**src/rtl/segpage_pkg.sv**
```systemverilog
package segpage_pkg;

  typedef enum logic [1:0] {
    WS_IDLE     = 2'd0,
    WS_LOOKUP   = 2'd1,
    WS_READ_SEG = 2'd2,
    WS_READ_PTE = 2'd3
  } walk_state_t;

  typedef enum logic [1:0] {
    FLT_NONE    = 2'b00,
    FLT_SEG     = 2'b01,
    FLT_PAGE    = 2'b10,
    FLT_INVALID = 2'b11
  } fault_t;

endpackage

```
**src/rtl/segpage_cache.sv**
```systemverilog
module segpage_cache #(
  parameter int ENTRIES = 4,
  parameter int TAG_W   = 7,
  parameter int FRAME_W = 8
) (
  input  logic               clk,
  input  logic               rst,
  input  logic [TAG_W-1:0]   lk_tag,
  output logic               lk_hit,
  output logic [FRAME_W-1:0] lk_frame,
  input  logic               fill_en,
  input  logic [FRAME_W-1:0] fill_frame
);
  localparam int PTR_W = (ENTRIES > 1) ? $clog2(ENTRIES) : 1;

  logic [ENTRIES-1:0] valid_q;
  logic [TAG_W-1:0]   tag_q   [ENTRIES];
  logic [FRAME_W-1:0] frame_q [ENTRIES];
  logic [PTR_W-1:0]   ptr_q;
  logic [ENTRIES-1:0] match;

  for (genvar i = 0; i < ENTRIES; i++) begin : g_cmp
    assign match[i] = valid_q[i] && (tag_q[i] == lk_tag);
  end

  always_comb begin
    lk_frame = '0;
    for (int i = 0; i < ENTRIES; i++) begin
      if (match[i]) lk_frame = lk_frame | frame_q[i];
    end
  end
  assign lk_hit = |match;

  always_ff @(posedge clk) begin
    if (rst) begin
      valid_q <= '0;
      ptr_q   <= '0;
    end else if (fill_en) begin
      valid_q[ptr_q] <= 1'b1;
      ptr_q <= (ptr_q == PTR_W'(ENTRIES - 1)) ? '0 : ptr_q + 1'b1;
    end
  end

  always_ff @(posedge clk) begin
    for (int i = 0; i < ENTRIES; i++) begin
      if (fill_en && (ptr_q == PTR_W'(i))) begin
        tag_q[i]   <= lk_tag;
        frame_q[i] <= fill_frame;
      end
    end
  end

  // a tag never sits in two slots
  a_r11_unique_tags: assert property (@(posedge clk) disable iff (rst)
    $onehot0(match));

  // refill only happens after a miss
  a_r7_fill_on_miss: assert property (@(posedge clk) disable iff (rst)
    fill_en |-> !lk_hit);

  // the slot under the pointer receives the fill
  a_r11_fill_lands: assert property (@(posedge clk) disable iff (rst)
    fill_en |=> (valid_q[$past(ptr_q)] && tag_q[$past(ptr_q)] == $past(lk_tag)));

endmodule

```
**src/rtl/segpage_walk.sv**
```systemverilog
module segpage_walk
  import segpage_pkg::*;
#(
  parameter int SEG_W   = 3,
  parameter int PAGE_W  = 4,
  parameter int OFF_W   = 8,
  parameter int FRAME_W = 8,
  parameter int ADDR_W  = 16,
  parameter int DATA_W  = 32
) (
  input  logic                      clk,
  input  logic                      rst,
  input  logic                      req_valid,
  output logic                      req_ready,
  input  logic [SEG_W-1:0]          req_seg,
  input  logic [PAGE_W-1:0]         req_page,
  input  logic [OFF_W-1:0]          req_off,
  input  logic [ADDR_W-1:0]         st_base,
  input  logic [SEG_W:0]            st_len,
  output logic [SEG_W+PAGE_W-1:0]   lk_tag,
  input  logic                      lk_hit,
  input  logic [FRAME_W-1:0]        lk_frame,
  output logic                      fill_en,
  output logic [FRAME_W-1:0]        fill_frame,
  output logic                      mem_req,
  output logic [ADDR_W-1:0]         mem_addr,
  input  logic                      mem_rvalid,
  input  logic [DATA_W-1:0]         mem_rdata,
  output logic                      done,
  output logic [FRAME_W+OFF_W-1:0]  paddr,
  output logic [1:0]                fault
);
  localparam int PLEN_W  = PAGE_W + 1;
  localparam int VLD_BIT = DATA_W - 1;

  walk_state_t       state_q;
  logic [SEG_W-1:0]  seg_q;
  logic [PAGE_W-1:0] page_q;
  logic [OFF_W-1:0]  off_q;
  logic [ADDR_W-1:0] stbase_q;
  logic [SEG_W:0]    stlen_q;

  logic [ADDR_W-1:0] ste_base;
  logic [PLEN_W-1:0] ste_len;
  logic              seg_oob;
  logic              page_oob;
  logic              pte_ok;

  assign ste_base   = mem_rdata[ADDR_W-1:0];
  assign ste_len    = mem_rdata[ADDR_W +: PLEN_W];
  assign pte_ok     = mem_rdata[VLD_BIT];
  assign seg_oob    = {1'b0, seg_q} >= stlen_q;
  assign page_oob   = {1'b0, page_q} >= ste_len;
  assign lk_tag     = {seg_q, page_q};
  assign fill_frame = mem_rdata[FRAME_W-1:0];
  assign fill_en    = (state_q == WS_READ_PTE) && mem_rvalid && pte_ok;
  assign req_ready  = (state_q == WS_IDLE);

  always_ff @(posedge clk) begin
    if (rst) begin
      state_q  <= WS_IDLE;
      seg_q    <= '0;
      page_q   <= '0;
      off_q    <= '0;
      stbase_q <= '0;
      stlen_q  <= '0;
      mem_req  <= 1'b0;
      mem_addr <= '0;
      done     <= 1'b0;
      paddr    <= '0;
      fault    <= FLT_NONE;
    end else begin
      done    <= 1'b0;
      mem_req <= 1'b0;
      unique case (state_q)
        WS_IDLE: begin
          if (req_valid) begin
            seg_q    <= req_seg;
            page_q   <= req_page;
            off_q    <= req_off;
            stbase_q <= st_base;
            stlen_q  <= st_len;
            state_q  <= WS_LOOKUP;
          end
        end
        WS_LOOKUP: begin
          if (seg_oob) begin
            done    <= 1'b1;
            fault   <= FLT_SEG;
            state_q <= WS_IDLE;
          end else if (lk_hit) begin
            done    <= 1'b1;
            fault   <= FLT_NONE;
            paddr   <= {lk_frame, off_q};
            state_q <= WS_IDLE;
          end else begin
            mem_req  <= 1'b1;
            mem_addr <= stbase_q + ADDR_W'(seg_q);
            state_q  <= WS_READ_SEG;
          end
        end
        WS_READ_SEG: begin
          if (mem_rvalid) begin
            if (page_oob) begin
              done    <= 1'b1;
              fault   <= FLT_PAGE;
              state_q <= WS_IDLE;
            end else begin
              mem_req  <= 1'b1;
              mem_addr <= ste_base + ADDR_W'(page_q);
              state_q  <= WS_READ_PTE;
            end
          end
        end
        WS_READ_PTE: begin
          if (mem_rvalid) begin
            done    <= 1'b1;
            state_q <= WS_IDLE;
            if (pte_ok) begin
              fault <= FLT_NONE;
              paddr <= {fill_frame, off_q};
            end else begin
              fault <= FLT_INVALID;
            end
          end
        end
        default: state_q <= WS_IDLE;
      endcase
    end
  end

  // read strobe lasts one cycle
  a_r9_req_pulse: assert property (@(posedge clk) disable iff (rst)
    mem_req |=> !mem_req);

  // data only returns while a read is pending
  a_r9_rvalid_pending: assert property (@(posedge clk) disable iff (rst)
    mem_rvalid |-> (state_q == WS_READ_SEG || state_q == WS_READ_PTE));

  // one done pulse per request
  a_r10_done_pulse: assert property (@(posedge clk) disable iff (rst)
    done |=> !done);

  // out-of-range segment wins over a hit, with no read
  a_r8_seg_first: assert property (@(posedge clk) disable iff (rst)
    (state_q == WS_LOOKUP && seg_oob) |=> (done && fault == FLT_SEG && !mem_req));

  // offset passes through unchanged
  a_r1_offset_kept: assert property (@(posedge clk) disable iff (rst)
    (done && fault == FLT_NONE) |-> (paddr[OFF_W-1:0] == off_q));

endmodule

```
**src/rtl/segpage_xlate.sv**
```systemverilog
module segpage_xlate #(
  parameter int SEG_W   = 3,
  parameter int PAGE_W  = 4,
  parameter int OFF_W   = 8,
  parameter int FRAME_W = 8,
  parameter int ADDR_W  = 16,
  parameter int DATA_W  = 32,
  parameter int CACHE_N = 4
) (
  input  logic                     clk,
  input  logic                     rst,
  input  logic                     req_valid,
  output logic                     req_ready,
  input  logic [SEG_W-1:0]         req_seg,
  input  logic [PAGE_W-1:0]        req_page,
  input  logic [OFF_W-1:0]         req_off,
  input  logic [ADDR_W-1:0]        st_base,
  input  logic [SEG_W:0]           st_len,
  output logic                     mem_req,
  output logic [ADDR_W-1:0]        mem_addr,
  input  logic                     mem_rvalid,
  input  logic [DATA_W-1:0]        mem_rdata,
  output logic                     done,
  output logic [FRAME_W+OFF_W-1:0] paddr,
  output logic [1:0]               fault
);
  localparam int TAG_W = SEG_W + PAGE_W;

  logic [TAG_W-1:0]   lk_tag;
  logic               lk_hit;
  logic [FRAME_W-1:0] lk_frame;
  logic               fill_en;
  logic [FRAME_W-1:0] fill_frame;

  segpage_walk #(
    .SEG_W(SEG_W), .PAGE_W(PAGE_W), .OFF_W(OFF_W),
    .FRAME_W(FRAME_W), .ADDR_W(ADDR_W), .DATA_W(DATA_W)
  ) u_walk (
    .clk(clk), .rst(rst),
    .req_valid(req_valid), .req_ready(req_ready),
    .req_seg(req_seg), .req_page(req_page), .req_off(req_off),
    .st_base(st_base), .st_len(st_len),
    .lk_tag(lk_tag), .lk_hit(lk_hit), .lk_frame(lk_frame),
    .fill_en(fill_en), .fill_frame(fill_frame),
    .mem_req(mem_req), .mem_addr(mem_addr),
    .mem_rvalid(mem_rvalid), .mem_rdata(mem_rdata),
    .done(done), .paddr(paddr), .fault(fault)
  );

  segpage_cache #(
    .ENTRIES(CACHE_N), .TAG_W(TAG_W), .FRAME_W(FRAME_W)
  ) u_cache (
    .clk(clk), .rst(rst),
    .lk_tag(lk_tag), .lk_hit(lk_hit), .lk_frame(lk_frame),
    .fill_en(fill_en), .fill_frame(fill_frame)
  );

endmodule

```
**config.mk**
```make
export PLATFORM = sky130hd
export DESIGN_NAME = segpage_xlate
export DESIGN_NICKNAME = d
export VERILOG_FILES = /design/src/rtl/segpage_pkg.sv /design/src/rtl/segpage_cache.sv /design/src/rtl/segpage_walk.sv /design/src/rtl/segpage_xlate.sv
export SDC_FILE = /design/constraint.sdc
export NUM_CORES = 1
export LEC_CHECK = 0
export BUFFER_PORTS_ARGS = -buffer_cell sky130_fd_sc_hd__clkbuf_2
export CAP_MARGIN = 10
export CORE_ASPECT_RATIO = 1.5
export CORE_UTILIZATION = 47
export CTS_BUF_LIST = sky130_fd_sc_hd__clkbuf_16
export CTS_CLUSTER_DIAMETER = 200
export CTS_CLUSTER_SIZE = 30
export DETAILED_ROUTE_END_ITERATION = 6
export PLACE_DENSITY = 0.78
export SETUP_SLACK_MARGIN = 0.1
export SYNTH_ARGS = -nofsm -noshare
export SYNTH_HDL_FRONTEND = slang
export SYNTH_SLANG_ARGS = --single-unit
export TNS_END_PERCENT = 10
```
**constraint.sdc**
```tcl
create_clock -name clk -period 3.3 [get_ports clk]
set_clock_uncertainty 0.05 [all_clocks]
set_input_delay 0.99 -clock clk [delete_from_list [all_inputs] [get_ports clk]]
set_output_delay 0.99 -clock clk [all_outputs]
set_load 0.01 [all_outputs]
```
==> results of run 1 <==
worst max-delay path: stages:
cell                       delay [ps]
sky130_fd_sc_hd__clkbuf_2          80
sky130_fd_sc_hd__ha_1             270
sky130_fd_sc_hd__nand2b_1         150
sky130_fd_sc_hd__a211o_1          330
sky130_fd_sc_hd__a31o_2           260
sky130_fd_sc_hd__a221o_1          460
sky130_fd_sc_hd__nor2_1           300
sky130_fd_sc_hd__a211oi_1         130
flip-flops by register name, indices dropped and copies added (netlist names):
| register | count |
|---|---|
| u_walk.page_q | 4 |
| u_walk.stbase_q | 16 |
| u_cache.valid_q | 4 |
| u_cache.tag_q | 28 |
| u_walk.off_q | 8 |
| u_walk.seg_q | 3 |
| u_walk.done | 1 |
| u_walk.state_q | 2 |
| u_cache.frame_q | 32 |
| u_walk.paddr | 16 |
| u_walk.fault | 2 |
| u_walk.mem_req | 1 |
| u_walk.mem_addr | 16 |
| u_cache.ptr_q | 2 |
| u_walk.stlen_q | 4 |
power by group through the flow:
| stage | Combinational (uW) | Clock (uW) | Sequential (uW) |
|---|---|---|---|
| finish | 556 | 1860 | 1930 |
| global placement | 529 | 0 | 1960 |
| detailed placement | 550 | 0 | 1960 |
| global route | 613 | 1950 | 1930 |
| CTS | 555 | 1880 | 1920 |
| floorplan | 357 | 0 | 1950 |
final timing paths:
path | slack [ps] | end | startpoint
max | 550 | u_walk.mem_addr[4] | mem_rdata[16]
min | 410 | u_walk.off_q[2] | u_walk.off_q[2]
min reg2reg | 410 | u_walk.off_q[2] | u_walk.off_q[2]
max reg2reg | 600 | u_walk.mem_addr[4] | u_walk.page_q[1]
layout make-up:
type	instances	area share [%]
Clock buffer	17	5.38
Clock inverter	15	2.00
Inverter	30	1.43
Multi-Input combinational cell	444	37.8
Sequential cell	139	42.8
Tap cell	162	2.57
Timing Repair Buffer	117	8.05
kinds of logic after synthesis:
kind of cell | share of synthesized area, %
AO/OA/AOI/OAI | 15.5
XOR/XNOR | 6.70
flip-flops | 50.8
AND/OR/NAND/NOR | 14.0
adder cells (fa/ha/maj) | 4.73
multiplexers | 3.79
buffers and inverters | 4.47
stage by stage:
| step | hold WS [ps] | instances |
|---|---|---|
| after global placement | 389 | 892 |
| after CTS | 405 | 924 |
| after floorplan | 383 | 652 |
| final | 406 | 924 |
| after global routing | 423 | 924 |
| after detailed placement | 398 | 892 |
metal layers:
| metal | up-vias | GRT usage [%] | wire length, um |
|---|---|---|---|
| met5 | - | 0 | 0 |
| met4 | 0 | 11.8 | 563 |
| li1 | 2531 | - | - |
| met1 | 2528 | 26.0 | 6260 |
| met3 | 39 | 4.54 | 880 |
| met2 | 207 | 41.5 | 8460 |
cell usage in the layout, fill, tap and decap left out, types with 8 or more instances in the layout:
master,synthesis,layout
sky130_fd_sc_hd__xnor2_1,34,34
sky130_fd_sc_hd__a221oi_1,8,8
sky130_fd_sc_hd__edfxtp_1,60,60
sky130_fd_sc_hd__nand2_1,106,106
sky130_fd_sc_hd__xor2_1,17,17
sky130_fd_sc_hd__nor2_1,18,18
sky130_fd_sc_hd__o21ai_0,12,12
sky130_fd_sc_hd__nand3_1,12,12
sky130_fd_sc_hd__a22oi_1,8,8
sky130_fd_sc_hd__and2_1,8,8
sky130_fd_sc_hd__a221o_1,9,9
sky130_fd_sc_hd__clkbuf_16,0,17
sky130_fd_sc_hd__dfxtp_1,79,79
sky130_fd_sc_hd__clkbuf_2,0,97
sky130_fd_sc_hd__a21oi_1,61,61
sky130_fd_sc_hd__mux2i_1,23,23
sky130_fd_sc_hd__nand4_1,8,8
sky130_fd_sc_hd__nor3_1,9,9
sky130_fd_sc_hd__buf_4,4,20
sky130_fd_sc_hd__ha_1,22,22
sky130_fd_sc_hd__inv_1,29,30
==> flow_results.xml, run 1 <==
<?xml version="1.0" encoding="UTF-8"?>
<metrics>
  <group name="status">
    <metric name="outcome" unit="">finished, final reports clean</metric>
  </group>
  <group name="sta">
    <metric name="slew_violations" unit="">0</metric>
    <metric name="timing.final.crit_share" unit="%">83.4</metric>
    <metric name="max_freq" unit="GHz">0.363</metric>
    <metric name="report.final.setup_viol" unit="">0</metric>
    <metric name="timing.final.crit_period" unit="ps">2750</metric>
    <metric name="max-slew-margin-rel" unit="%">49.6</metric>
    <metric name="rsz0062_at_grt" unit="">no</metric>
    <metric name="setup_tns_after_final_layout" unit="ps">0</metric>
    <metric name="finalHoldViolCount" unit="">0</metric>
    <metric name="post-route-worst-setup-slack" unit="ps">549</metric>
    <metric name="worst_pin_slew" unit="ps">756</metric>
  </group>
  <group name="grt">
    <metric name="grt_max_degree" unit="">69</metric>
    <metric name="global_route_wire_length_before_repair" unit="um">26200</metric>
    <metric name="grt_antenna_before_repair" unit="">0</metric>
    <metric name="overflow" unit="">0</metric>
    <metric name="grtUsageTotal" unit="%">23.2</metric>
    <metric name="grt_pass1_vias" unit="">5298</metric>
  </group>
  <group name="clock_network">
    <metric name="clkTransAtPathRegs" unit="ps">60</metric>
    <metric name="clock_tree.root_cell" unit="">sky130_fd_sc_hd__clkbuf_16</metric>
    <metric name="cts_setup_buffers" unit="">0</metric>
    <metric name="cts_tree" unit="">done</metric>
    <metric name="clkLatencyLatePin" unit="ps">420</metric>
    <metric name="clock_tree.htree_level_count" unit="">4</metric>
    <metric name="cts_resized" unit="">0</metric>
    <metric name="tritoncts.num_buffers" unit="">17</metric>
    <metric name="ctsLongestPathBuffers" unit="">2</metric>
    <metric name="cts_hold_buffers" unit="">0</metric>
    <metric name="cts_sinks" unit="">139</metric>
  </group>
  <group name="run">
    <metric name="max_cap_viol_count" unit="">0</metric>
  </group>
  <group name="synthesis">
    <metric name="synthCells" unit="">652</metric>
    <metric name="synth_sequential_area_ratio" unit="%">50.8</metric>
    <metric name="syn_area" unit="um2">6660</metric>
    <metric name="synth_top_area_share" unit="%">27.0</metric>
    <metric name="syn-num-nets" unit="">747</metric>
    <metric name="postSynth.asyncResetShare" unit="%">0</metric>
    <metric name="yosys_most_used_dff" unit="">sky130_fd_sc_hd__dfxtp_1</metric>
    <metric name="post_synthesis_sequential_element_count" unit="">139</metric>
    <metric name="post_synth.cell_area_avg" unit="um2">10.2</metric>
    <metric name="synth.most_common_cell" unit="">sky130_fd_sc_hd__nand2_1</metric>
    <metric name="synth.distinct_cells" unit="">61</metric>
    <metric name="yosys_top_cell_by_area" unit="">sky130_fd_sc_hd__edfxtp_1</metric>
    <metric name="ys.warnings.count" unit="">0</metric>
    <metric name="synth_enable_flop_cells" unit="">60</metric>
    <metric name="post_synth_most_frequent_cells" unit="">sky130_fd_sc_hd__nand2_1, sky130_fd_sc_hd__dfxtp_1, sky130_fd_sc_hd__a21oi_1</metric>
    <metric name="yosys-top-cells-area" unit="">sky130_fd_sc_hd__edfxtp_1, sky130_fd_sc_hd__dfxtp_1, sky130_fd_sc_hd__nand2_1</metric>
  </group>
  <group name="critical_path">
    <metric name="crit_type" unit="">in -&gt; reg</metric>
    <metric name="critical_path.max_fanout" unit="">11</metric>
    <metric name="worst_ep_required_time" unit="ps">3520</metric>
    <metric name="start_kind" unit="">input port</metric>
    <metric name="worstRegToRegCells" unit="">6</metric>
    <metric name="cp_data_arrival_time" unit="ps">2970</metric>
    <metric name="timing.critical_path.to_type" unit="">flip-flop</metric>
  </group>
  <group name="power">
    <metric name="post-layout-total-power" unit="uW">4340</metric>
    <metric name="total_leakage_power" unit="uW">0.00305</metric>
    <metric name="swShare" unit="%">25.1</metric>
    <metric name="p_switching" unit="uW">1090</metric>
    <metric name="sequentialPowerShare" unit="%">44.3</metric>
    <metric name="combPwrFrac" unit="%">12.8</metric>
    <metric name="vdd_ir_drop_max" unit="uV">387</metric>
    <metric name="power.internal" unit="uW">3250</metric>
    <metric name="clkPwrFrac" unit="%">42.9</metric>
    <metric name="total_power_density_per_cell_area" unit="nW/um2">550</metric>
  </group>
  <group name="placement">
    <metric name="io_buffer_count" unit="">97</metric>
    <metric name="gp_congestion" unit="">0.851</metric>
    <metric name="dp_worst_setup_slack" unit="ps">149</metric>
    <metric name="hpwlAfterDp" unit="um">11600</metric>
    <metric name="dpl_cell_area" unit="um2">7320</metric>
  </group>
  <group name="min_path">
    <metric name="worst_hold_depth" unit="">2</metric>
    <metric name="min-delay-path-class" unit="">reg -&gt; reg</metric>
  </group>
  <group name="route">
    <metric name="drt_first_iter_violations" unit="">285</metric>
    <metric name="number_of_detailed_route_iterations_in_the_first_pass" unit="">5</metric>
    <metric name="drt_drc_violations_left" unit="">0</metric>
    <metric name="wl" unit="um">16200</metric>
    <metric name="drt-wirelength-per-cell" unit="um">17.5</metric>
    <metric name="vias" unit="">5305</metric>
    <metric name="drtAntennaViolNets" unit="">0</metric>
    <metric name="route.detailed.vias_per_inst" unit="">5.74</metric>
  </group>
  <group name="floorplan">
    <metric name="die_x" unit="um">99.2</metric>
    <metric name="overall_die_area" unit="um2">14700</metric>
    <metric name="io_pins" unit="">108</metric>
    <metric name="placement_rows" unit="">52</metric>
    <metric name="area_of_the_core" unit="um2">13700</metric>
    <metric name="initial_core_util" unit="%">48.8</metric>
    <metric name="chipHeight" unit="um">148</metric>
  </group>
  <group name="layout">
    <metric name="layout-area-overhead-vs-synth" unit="%">18.6</metric>
    <metric name="n_fill_cell" unit="">1176</metric>
    <metric name="final_layout_size_suffix_gt1_share" unit="%">21.0</metric>
    <metric name="final_design_area_no_fill" unit="um2">7900</metric>
    <metric name="antennaDiodeCount" unit="">0</metric>
    <metric name="finalNetCount" unit="">844</metric>
    <metric name="post-route-util" unit="%">57.8</metric>
    <metric name="multi_input_comb_area" unit="um2">2980</metric>
    <metric name="register_area" unit="um2">3380</metric>
  </group>
</metrics>
Power figures use the tool's default switching activity.
==> run 2: changes to the inputs <==
--- a/config.mk
+++ b/config.mk
@@ -13,7 +13,7 @@
 export CTS_CLUSTER_DIAMETER = 200
 export CTS_CLUSTER_SIZE = 30
 export DETAILED_ROUTE_END_ITERATION = 6
-export PLACE_DENSITY = 0.78
+export PLACE_DENSITY = 0.81
 export SETUP_SLACK_MARGIN = 0.1
 export SYNTH_ARGS = -nofsm -noshare
 export SYNTH_HDL_FRONTEND = slang
==> constraint.sdc (replaced) <==
create_clock -name clk -period 2.5 [get_ports clk]
set_clock_uncertainty 0.05 [all_clocks]
set_input_delay 0.75 -clock clk [delete_from_list [all_inputs] [get_ports clk]]
set_output_delay 0.75 -clock clk [all_outputs]
set_load 0.01 [all_outputs]
==> flow_results.xml, run 2 (same netlist as run 1, synthesis figures left out) <==
<?xml version="1.0" encoding="UTF-8"?>
<metrics>
  <group name="clock_network">
    <metric name="cts_sinks" unit="">139</metric>
    <metric name="cts_hold_buffers" unit="">0</metric>
    <metric name="clock_tree.root_cell" unit="">sky130_fd_sc_hd__clkbuf_16</metric>
    <metric name="clock_tree.htree_level_count" unit="">4</metric>
    <metric name="clkLatencyLatePin" unit="ps">420</metric>
    <metric name="tritoncts.num_buffers" unit="">17</metric>
    <metric name="clkTransAtPathRegs" unit="ps">60</metric>
    <metric name="ctsLongestPathBuffers" unit="">2</metric>
    <metric name="cts_tree" unit="">done</metric>
  </group>
  <group name="critical_path">
    <metric name="r2r_end" unit="">u_walk.fault[0]</metric>
    <metric name="crit_type" unit="">reg -&gt; reg</metric>
    <metric name="worstRegToRegCells" unit="">8</metric>
    <metric name="cp_data_arrival_time" unit="ps">2590</metric>
    <metric name="path_delay_family" unit="">compound AO/OA/AOI/OAI gates</metric>
    <metric name="critical_path.max_fanout" unit="">4</metric>
    <metric name="start_kind" unit="">flip-flop</metric>
    <metric name="ff2ff_setup_slack" unit="ps">140</metric>
    <metric name="crit_top_cell" unit="">sky130_fd_sc_hd__a21oi_1</metric>
    <metric name="worst_path_max_delay_cell" unit="">sky130_fd_sc_hd__or4b_4</metric>
    <metric name="worstPathCellList" unit="">inv_1, ha_1, nand2b_1, a211o_4, a21oi_1, or4b_4, a21oi_1, a311oi_1</metric>
    <metric name="worst-path-buf-inv" unit="">1</metric>
    <metric name="worst_ep_required_time" unit="ps">2730</metric>
    <metric name="cp_slowest_stage_delay" unit="ps">520</metric>
    <metric name="timing.critical_path.to_type" unit="">flip-flop</metric>
    <metric name="timing.rr.start" unit="">u_walk.seg_q[0]</metric>
  </group>
  <group name="min_path">
    <metric name="min-delay-path-class" unit="">reg -&gt; reg</metric>
    <metric name="worst_hold_depth" unit="">2</metric>
    <metric name="min_to" unit="">u_walk.off_q[5]</metric>
    <metric name="hold_path.startpoint" unit="">u_walk.off_q[5]</metric>
  </group>
  <group name="layout">
    <metric name="antennaDiodeCount" unit="">0</metric>
    <metric name="final_layout_size_suffix_gt1_share" unit="%">27.9</metric>
    <metric name="mostFrequentLayoutCells" unit="">sky130_fd_sc_hd__nand2_1, sky130_fd_sc_hd__clkbuf_2, sky130_fd_sc_hd__dfxtp_1</metric>
    <metric name="final_cell_count_no_fill" unit="">968</metric>
    <metric name="flip_flop_count_of_the_largest_register_after_layout" unit="">32</metric>
    <metric name="largest_registers" unit="">u_cache.frame_q x32, u_cache.tag_q x28</metric>
    <metric name="max_flop_register" unit="">u_cache.frame_q</metric>
    <metric name="final_design_area_no_fill" unit="um2">8460</metric>
    <metric name="finalNetCount" unit="">888</metric>
    <metric name="layout-area-overhead-vs-synth" unit="%">27.0</metric>
    <metric name="layout.cells.most_common" unit="">sky130_fd_sc_hd__nand2_1</metric>
  </group>
  <group name="route">
    <metric name="vias" unit="">5457</metric>
    <metric name="drt-wirelength-per-cell" unit="um">17.6</metric>
    <metric name="drt_drc_violations_left" unit="">2</metric>
    <metric name="wl" unit="um">17000</metric>
    <metric name="number_of_detailed_route_iterations_in_the_first_pass" unit="">7</metric>
    <metric name="route.detailed.vias_per_inst" unit="">5.64</metric>
    <metric name="drt_first_iter_violations" unit="">342</metric>
    <metric name="drtAntennaViolNets" unit="">0</metric>
  </group>
  <group name="grt">
    <metric name="grtUsageTotal" unit="%">23.5</metric>
    <metric name="grt_antenna_before_repair" unit="">0</metric>
    <metric name="grt_max_degree" unit="">37</metric>
    <metric name="grt_pass1_vias" unit="">5379</metric>
    <metric name="global_route_wire_length_before_repair" unit="um">26400</metric>
    <metric name="overflow" unit="">0</metric>
    <metric name="groute.layer.met1.usage" unit="%">25.7</metric>
    <metric name="grt-busiest-layer" unit="">met2</metric>
    <metric name="grt_use_met3" unit="%">4.96</metric>
    <metric name="groute.layer.met2.usage" unit="%">43.1</metric>
  </group>
  <group name="floorplan">
    <metric name="area_of_the_core" unit="um2">13700</metric>
    <metric name="io_pins" unit="">108</metric>
    <metric name="initial_core_util" unit="%">48.8</metric>
    <metric name="chipHeight" unit="um">148</metric>
    <metric name="die_x" unit="um">99.2</metric>
    <metric name="placement_rows" unit="">52</metric>
    <metric name="overall_die_area" unit="um2">14700</metric>
  </group>
  <group name="sta">
    <metric name="worst_pin_slew" unit="ps">495</metric>
    <metric name="rsz0062_at_grt" unit="">yes</metric>
    <metric name="slew_violations" unit="">0</metric>
    <metric name="timing.final.crit_share" unit="%">94.5</metric>
    <metric name="setup_tns_after_final_layout" unit="ps">0</metric>
    <metric name="report.final.setup_viol" unit="">0</metric>
    <metric name="timing.final.crit_period" unit="ps">2360</metric>
    <metric name="finalHoldViolCount" unit="">0</metric>
    <metric name="max-slew-margin-rel" unit="%">66.9</metric>
    <metric name="max_freq" unit="GHz">0.423</metric>
  </group>
  <group name="status">
    <metric name="outcome" unit="">complete, but fails checks</metric>
    <metric name="violated_checks" unit="">DRC</metric>
  </group>
  <group name="placement">
    <metric name="dp.cells" unit="">932</metric>
    <metric name="dpl_cell_area" unit="um2">7720</metric>
    <metric name="hpwlAfterDp" unit="um">11900</metric>
    <metric name="gp_congestion" unit="">0.856</metric>
    <metric name="io_buffer_count" unit="">97</metric>
  </group>
  <group name="power">
    <metric name="vdd_ir_drop_max" unit="uV">429</metric>
    <metric name="total_power_density_per_cell_area" unit="nW/um2">714</metric>
    <metric name="total_leakage_power" unit="uW">0.00335</metric>
  </group>
  <group name="run">
    <metric name="max_cap_viol_count" unit="">0</metric>
  </group>
</metrics>
-- run 2: timing repair --
item                       4_1_cts  5_1_grt
setup endpoints to repair       11       30
gates resized for setup          4       19
buffers inserted                 0        3
hold endpoints to repair         0        0
gates cloned                     0        1
pin swaps                        0        4
-- run 2: worst min-delay path: cells and delay by family (launching register included) --
| family | cells | cell delay [ps] |
|---|---|---|
| DFF | 1 | 300 |
| AOI/OAI and AO/OA | 1 | 50 |
| and+or+nand+nor | 1 | 50 |
-- run 2: report_power, final --
group	switching [uW]	internal, uW
logic	494	370
registers	77.4	2460
clock network	957	1690
total	1530	4520
-- run 2: stage by stage --
step	total power (uW)	util [%]	hold slack [ps]	worst slack, ps
final	6050	62.0	406	139
after global routing	6250	62.0	418	33.2
after floorplan	3050	-	383	-118
after global placement	3360	56.5	390	-271
after detailed placement	3380	56.5	397	-376
after CTS	6000	61.2	405	81.6
-- run 2: layout make-up --
class | instances | area (um2)
fill | 1119 | 5200
sequential | 139 | 3390
multi-input combinational | 445 | 3100
timing repair buffer | 160 | 1030
clock buffer | 21 | 526
tap | 162 | 203
inverter | 30 | 113
clock inverter | 11 | 110
-- run 2: per-layer routing --
layer	routed length (um)	vias up
met5	0	-
met4	544	0
met3	906	45
met2	8910	205
met1	6650	2600
li1	-	2607
-- run 2: how the worst max path moves through the flow --
| stage | start | end | slack [ps] | depth (start not counted) |
|---|---|---|---|---|
| 4_1_cts | mem_rdata[0] | u_walk.mem_addr[10] | 80 | 11 |
| 2_1_floorplan | mem_rdata[16] | u_walk.mem_addr[11] | -120 | 7 |
| 5_1_grt | u_walk.seg_q[0] | u_walk.fault[1] | 30 | 7 |
| 6_report | u_walk.seg_q[0] | u_walk.fault[0] | 140 | 8 |
| 3_5_place_dp | mem_rdata[0] | u_walk.mem_addr[14] | -380 | 10 |
| 3_3_place_gp | mem_rdata[0] | u_walk.mem_addr[14] | -270 | 10 |
==> run 3: changes to the inputs <==
--- a/config.mk
+++ b/config.mk
@@ -7,7 +7,6 @@
 export LEC_CHECK = 0
 export BUFFER_PORTS_ARGS = -buffer_cell sky130_fd_sc_hd__clkbuf_2
 export CAP_MARGIN = 10
-export CORE_ASPECT_RATIO = 1.5
 export CORE_UTILIZATION = 47
 export CTS_BUF_LIST = sky130_fd_sc_hd__clkbuf_16
 export CTS_CLUSTER_DIAMETER = 200
==> flow_results.xml, run 3 (same netlist as run 1, synthesis figures left out) <==
<?xml version="1.0" encoding="UTF-8"?>
<metrics>
  <group name="status">
    <metric name="outcome" unit="">complete, but fails checks</metric>
    <metric name="violated_checks" unit="">DRC</metric>
  </group>
  <group name="sta">
    <metric name="post-route-worst-setup-slack" unit="ps">79.7</metric>
    <metric name="max_freq" unit="GHz">0.413</metric>
    <metric name="report.final.setup_viol" unit="">0</metric>
    <metric name="max-slew-margin-rel" unit="%">67.2</metric>
    <metric name="rsz0062_at_grt" unit="">yes</metric>
    <metric name="worst_pin_slew" unit="ps">485</metric>
    <metric name="timing.final.crit_share" unit="%">96.8</metric>
    <metric name="finalHoldViolCount" unit="">0</metric>
    <metric name="timing.final.crit_period" unit="ps">2420</metric>
    <metric name="slew_violations" unit="">0</metric>
    <metric name="timing.hold.ws" unit="ps">406</metric>
  </group>
  <group name="route">
    <metric name="number_of_detailed_route_iterations_in_the_first_pass" unit="">7</metric>
    <metric name="drt_first_iter_violations" unit="">506</metric>
    <metric name="drtAntennaViolNets" unit="">0</metric>
    <metric name="route.detailed.vias_per_inst" unit="">5.46</metric>
    <metric name="wl" unit="um">15900</metric>
    <metric name="drt_drc_violations_left" unit="">1</metric>
    <metric name="vias" unit="">5327</metric>
    <metric name="drt-wirelength-per-cell" unit="um">16.3</metric>
  </group>
  <group name="placement">
    <metric name="dp_worst_setup_slack" unit="ps">-278</metric>
    <metric name="dpl_cell_area" unit="um2">7670</metric>
    <metric name="hpwlAfterDp" unit="um">11100</metric>
    <metric name="gp_congestion" unit="">0.847</metric>
    <metric name="dp.cells" unit="">944</metric>
    <metric name="io_buffer_count" unit="">97</metric>
  </group>
  <group name="grt">
    <metric name="grt_antenna_before_repair" unit="">0</metric>
    <metric name="groute.layer.met1.usage" unit="%">29.4</metric>
    <metric name="grt_max_degree" unit="">69</metric>
    <metric name="grt_pass1_vias" unit="">4922</metric>
    <metric name="grt-busiest-layer" unit="">met2</metric>
    <metric name="grt_use_met3" unit="%">5.59</metric>
    <metric name="overflow" unit="">0</metric>
    <metric name="groute.layer.met2.usage" unit="%">34.6</metric>
    <metric name="global_route_wire_length_before_repair" unit="um">24600</metric>
    <metric name="grtUsageTotal" unit="%">22.2</metric>
  </group>
  <group name="layout">
    <metric name="mostFrequentLayoutCells" unit="">sky130_fd_sc_hd__nand2_1, sky130_fd_sc_hd__clkbuf_2, sky130_fd_sc_hd__dfxtp_1</metric>
    <metric name="flip_flop_count_of_the_largest_register_after_layout" unit="">32</metric>
    <metric name="final_design_area_no_fill" unit="um2">8360</metric>
    <metric name="largest_registers" unit="">u_cache.frame_q x32, u_cache.tag_q x28</metric>
    <metric name="finalNetCount" unit="">878</metric>
    <metric name="antennaDiodeCount" unit="">0</metric>
    <metric name="layout-area-overhead-vs-synth" unit="%">25.4</metric>
    <metric name="layout.cells.most_common" unit="">sky130_fd_sc_hd__nand2_1</metric>
    <metric name="final_layout_size_suffix_gt1_share" unit="%">26.6</metric>
    <metric name="max_flop_register" unit="">u_cache.frame_q</metric>
    <metric name="final_cell_count_no_fill" unit="">976</metric>
  </group>
  <group name="floorplan">
    <metric name="initial_core_util" unit="%">48.0</metric>
    <metric name="area_of_the_core" unit="um2">13900</metric>
    <metric name="overall_die_area" unit="um2">14700</metric>
    <metric name="placement_rows" unit="">43</metric>
    <metric name="io_pins" unit="">108</metric>
    <metric name="chipHeight" unit="um">121</metric>
    <metric name="die_x" unit="um">121</metric>
  </group>
  <group name="critical_path">
    <metric name="path_delay_family" unit="">compound AO/OA/AOI/OAI gates</metric>
    <metric name="critical_path.max_fanout" unit="">11</metric>
    <metric name="cp_slowest_stage_delay" unit="ps">500</metric>
    <metric name="cp_data_arrival_time" unit="ps">2740</metric>
    <metric name="worst_path_max_delay_cell" unit="">sky130_fd_sc_hd__a2111oi_2</metric>
    <metric name="start_kind" unit="">flip-flop</metric>
    <metric name="timing.critical_path.to_type" unit="">flip-flop</metric>
    <metric name="crit_type" unit="">reg -&gt; reg</metric>
    <metric name="worst_ep_required_time" unit="ps">2820</metric>
    <metric name="worst-path-buf-inv" unit="">1</metric>
    <metric name="worstPathCellList" unit="">buf_4, ha_1, a21o_1, a2bb2oi_1, nor3b_1, xnor2_1, a2111oi_2, mux2_4</metric>
  </group>
  <group name="clock_network">
    <metric name="cts_hold_buffers" unit="">0</metric>
    <metric name="cts_tree" unit="">done</metric>
    <metric name="tritoncts.num_buffers" unit="">17</metric>
    <metric name="clock_tree.root_cell" unit="">sky130_fd_sc_hd__clkbuf_16</metric>
    <metric name="cts_setup_buffers" unit="">0</metric>
    <metric name="cts_sinks" unit="">139</metric>
    <metric name="clock_tree.htree_level_count" unit="">4</metric>
    <metric name="ctsLongestPathBuffers" unit="">2</metric>
    <metric name="clkLatencyLatePin" unit="ps">430</metric>
    <metric name="clkTransAtPathRegs" unit="ps">60</metric>
  </group>
  <group name="power">
    <metric name="total_leakage_power" unit="uW">0.00329</metric>
    <metric name="post-layout-total-power" unit="uW">6040</metric>
    <metric name="total_power_density_per_cell_area" unit="nW/um2">723</metric>
    <metric name="vdd_ir_drop_max" unit="uV">574</metric>
  </group>
  <group name="min_path">
    <metric name="min-delay-path-class" unit="">reg -&gt; reg</metric>
  </group>
  <group name="run">
    <metric name="max_cap_viol_count" unit="">0</metric>
  </group>
</metrics>
run 3: cell types whose count changed in the layout (fill, tap and decap cells not counted), sizes merged:
| cell | before | now |
|---|---|---|
| clkbuf | 118 | 114 |
| a221o | 10 | 9 |
| buf | 63 | 54 |
| inv | 31 | 30 |
| clkinv | 7 | 8 |
| bufinv | 2 | 5 |
| clkinvlp | 1 | 2 |
run 3: path summary, 6_finish.rpt:
path | depth (start not counted) | start | end | slack [ps]
worst min register to register | 2 | u_walk.off_q[0] | u_walk.paddr[0] | 410
worst min-delay path | 2 | u_walk.off_q[0] | u_walk.paddr[0] | 410
worst max register to register | 8 | u_walk.page_q[1] | u_walk.mem_addr[11] | 80
worst max-delay path | 8 | u_walk.page_q[1] | u_walk.mem_addr[11] | 80
run 3: through the flow:
stage | utilization, % | setup TNS (ps)
after global placement | 55.2 | -3200
after detailed placement | 55.2 | -3490
after global routing | 60.2 | 0
final | 60.2 | 0
after CTS | 59.8 | 0
after floorplan | - | -318
run 3: timing repair:
| item | 4_1_cts | 5_1_grt |
|---|---|---|
| gates cloned | 0 | 0 |
| resized for setup | 2 | 16 |
| endpoints found under the setup margin | 7 | 26 |
| endpoints found under the hold margin | 0 | 0 |
| pin swaps | 0 | 5 |
run 3: area by class of cell:
| cell class | count | area, um2 |
|---|---|---|
| Inverter | 30 | 113 |
| Timing Repair Buffer | 151 | 936 |
| Clock buffer | 17 | 425 |
| Sequential cell | 139 | 3390 |
| Clock inverter | 15 | 205 |
| Multi-Input combinational cell | 444 | 3070 |
| Fill cell | 1133 | 5520 |
| Tap cell | 180 | 225 |
run 3: power breakdown:
group	internal, uW	switching (uW)	total [uW]
registers	2460	81.9	2540
logic	349	466	815
clock network	1750	940	2690
run 3: worst register-to-register path: stages (launching register included):
cell and delay [ps]:
sky130_fd_sc_hd__dfxtp_1 330, sky130_fd_sc_hd__buf_4 210, sky130_fd_sc_hd__ha_1 260, sky130_fd_sc_hd__a21o_1 200, sky130_fd_sc_hd__a2bb2oi_1 290, sky130_fd_sc_hd__nor3b_1 120
sky130_fd_sc_hd__xnor2_1 170, sky130_fd_sc_hd__a2111oi_2 500, sky130_fd_sc_hd__mux2_4 230
run 3: metal layers:
metal	vias up	routed length, um
met3	27	1090
met4	0	310
met5	-	0
li1	2600	-
met2	196	7320
met1	2504	7190
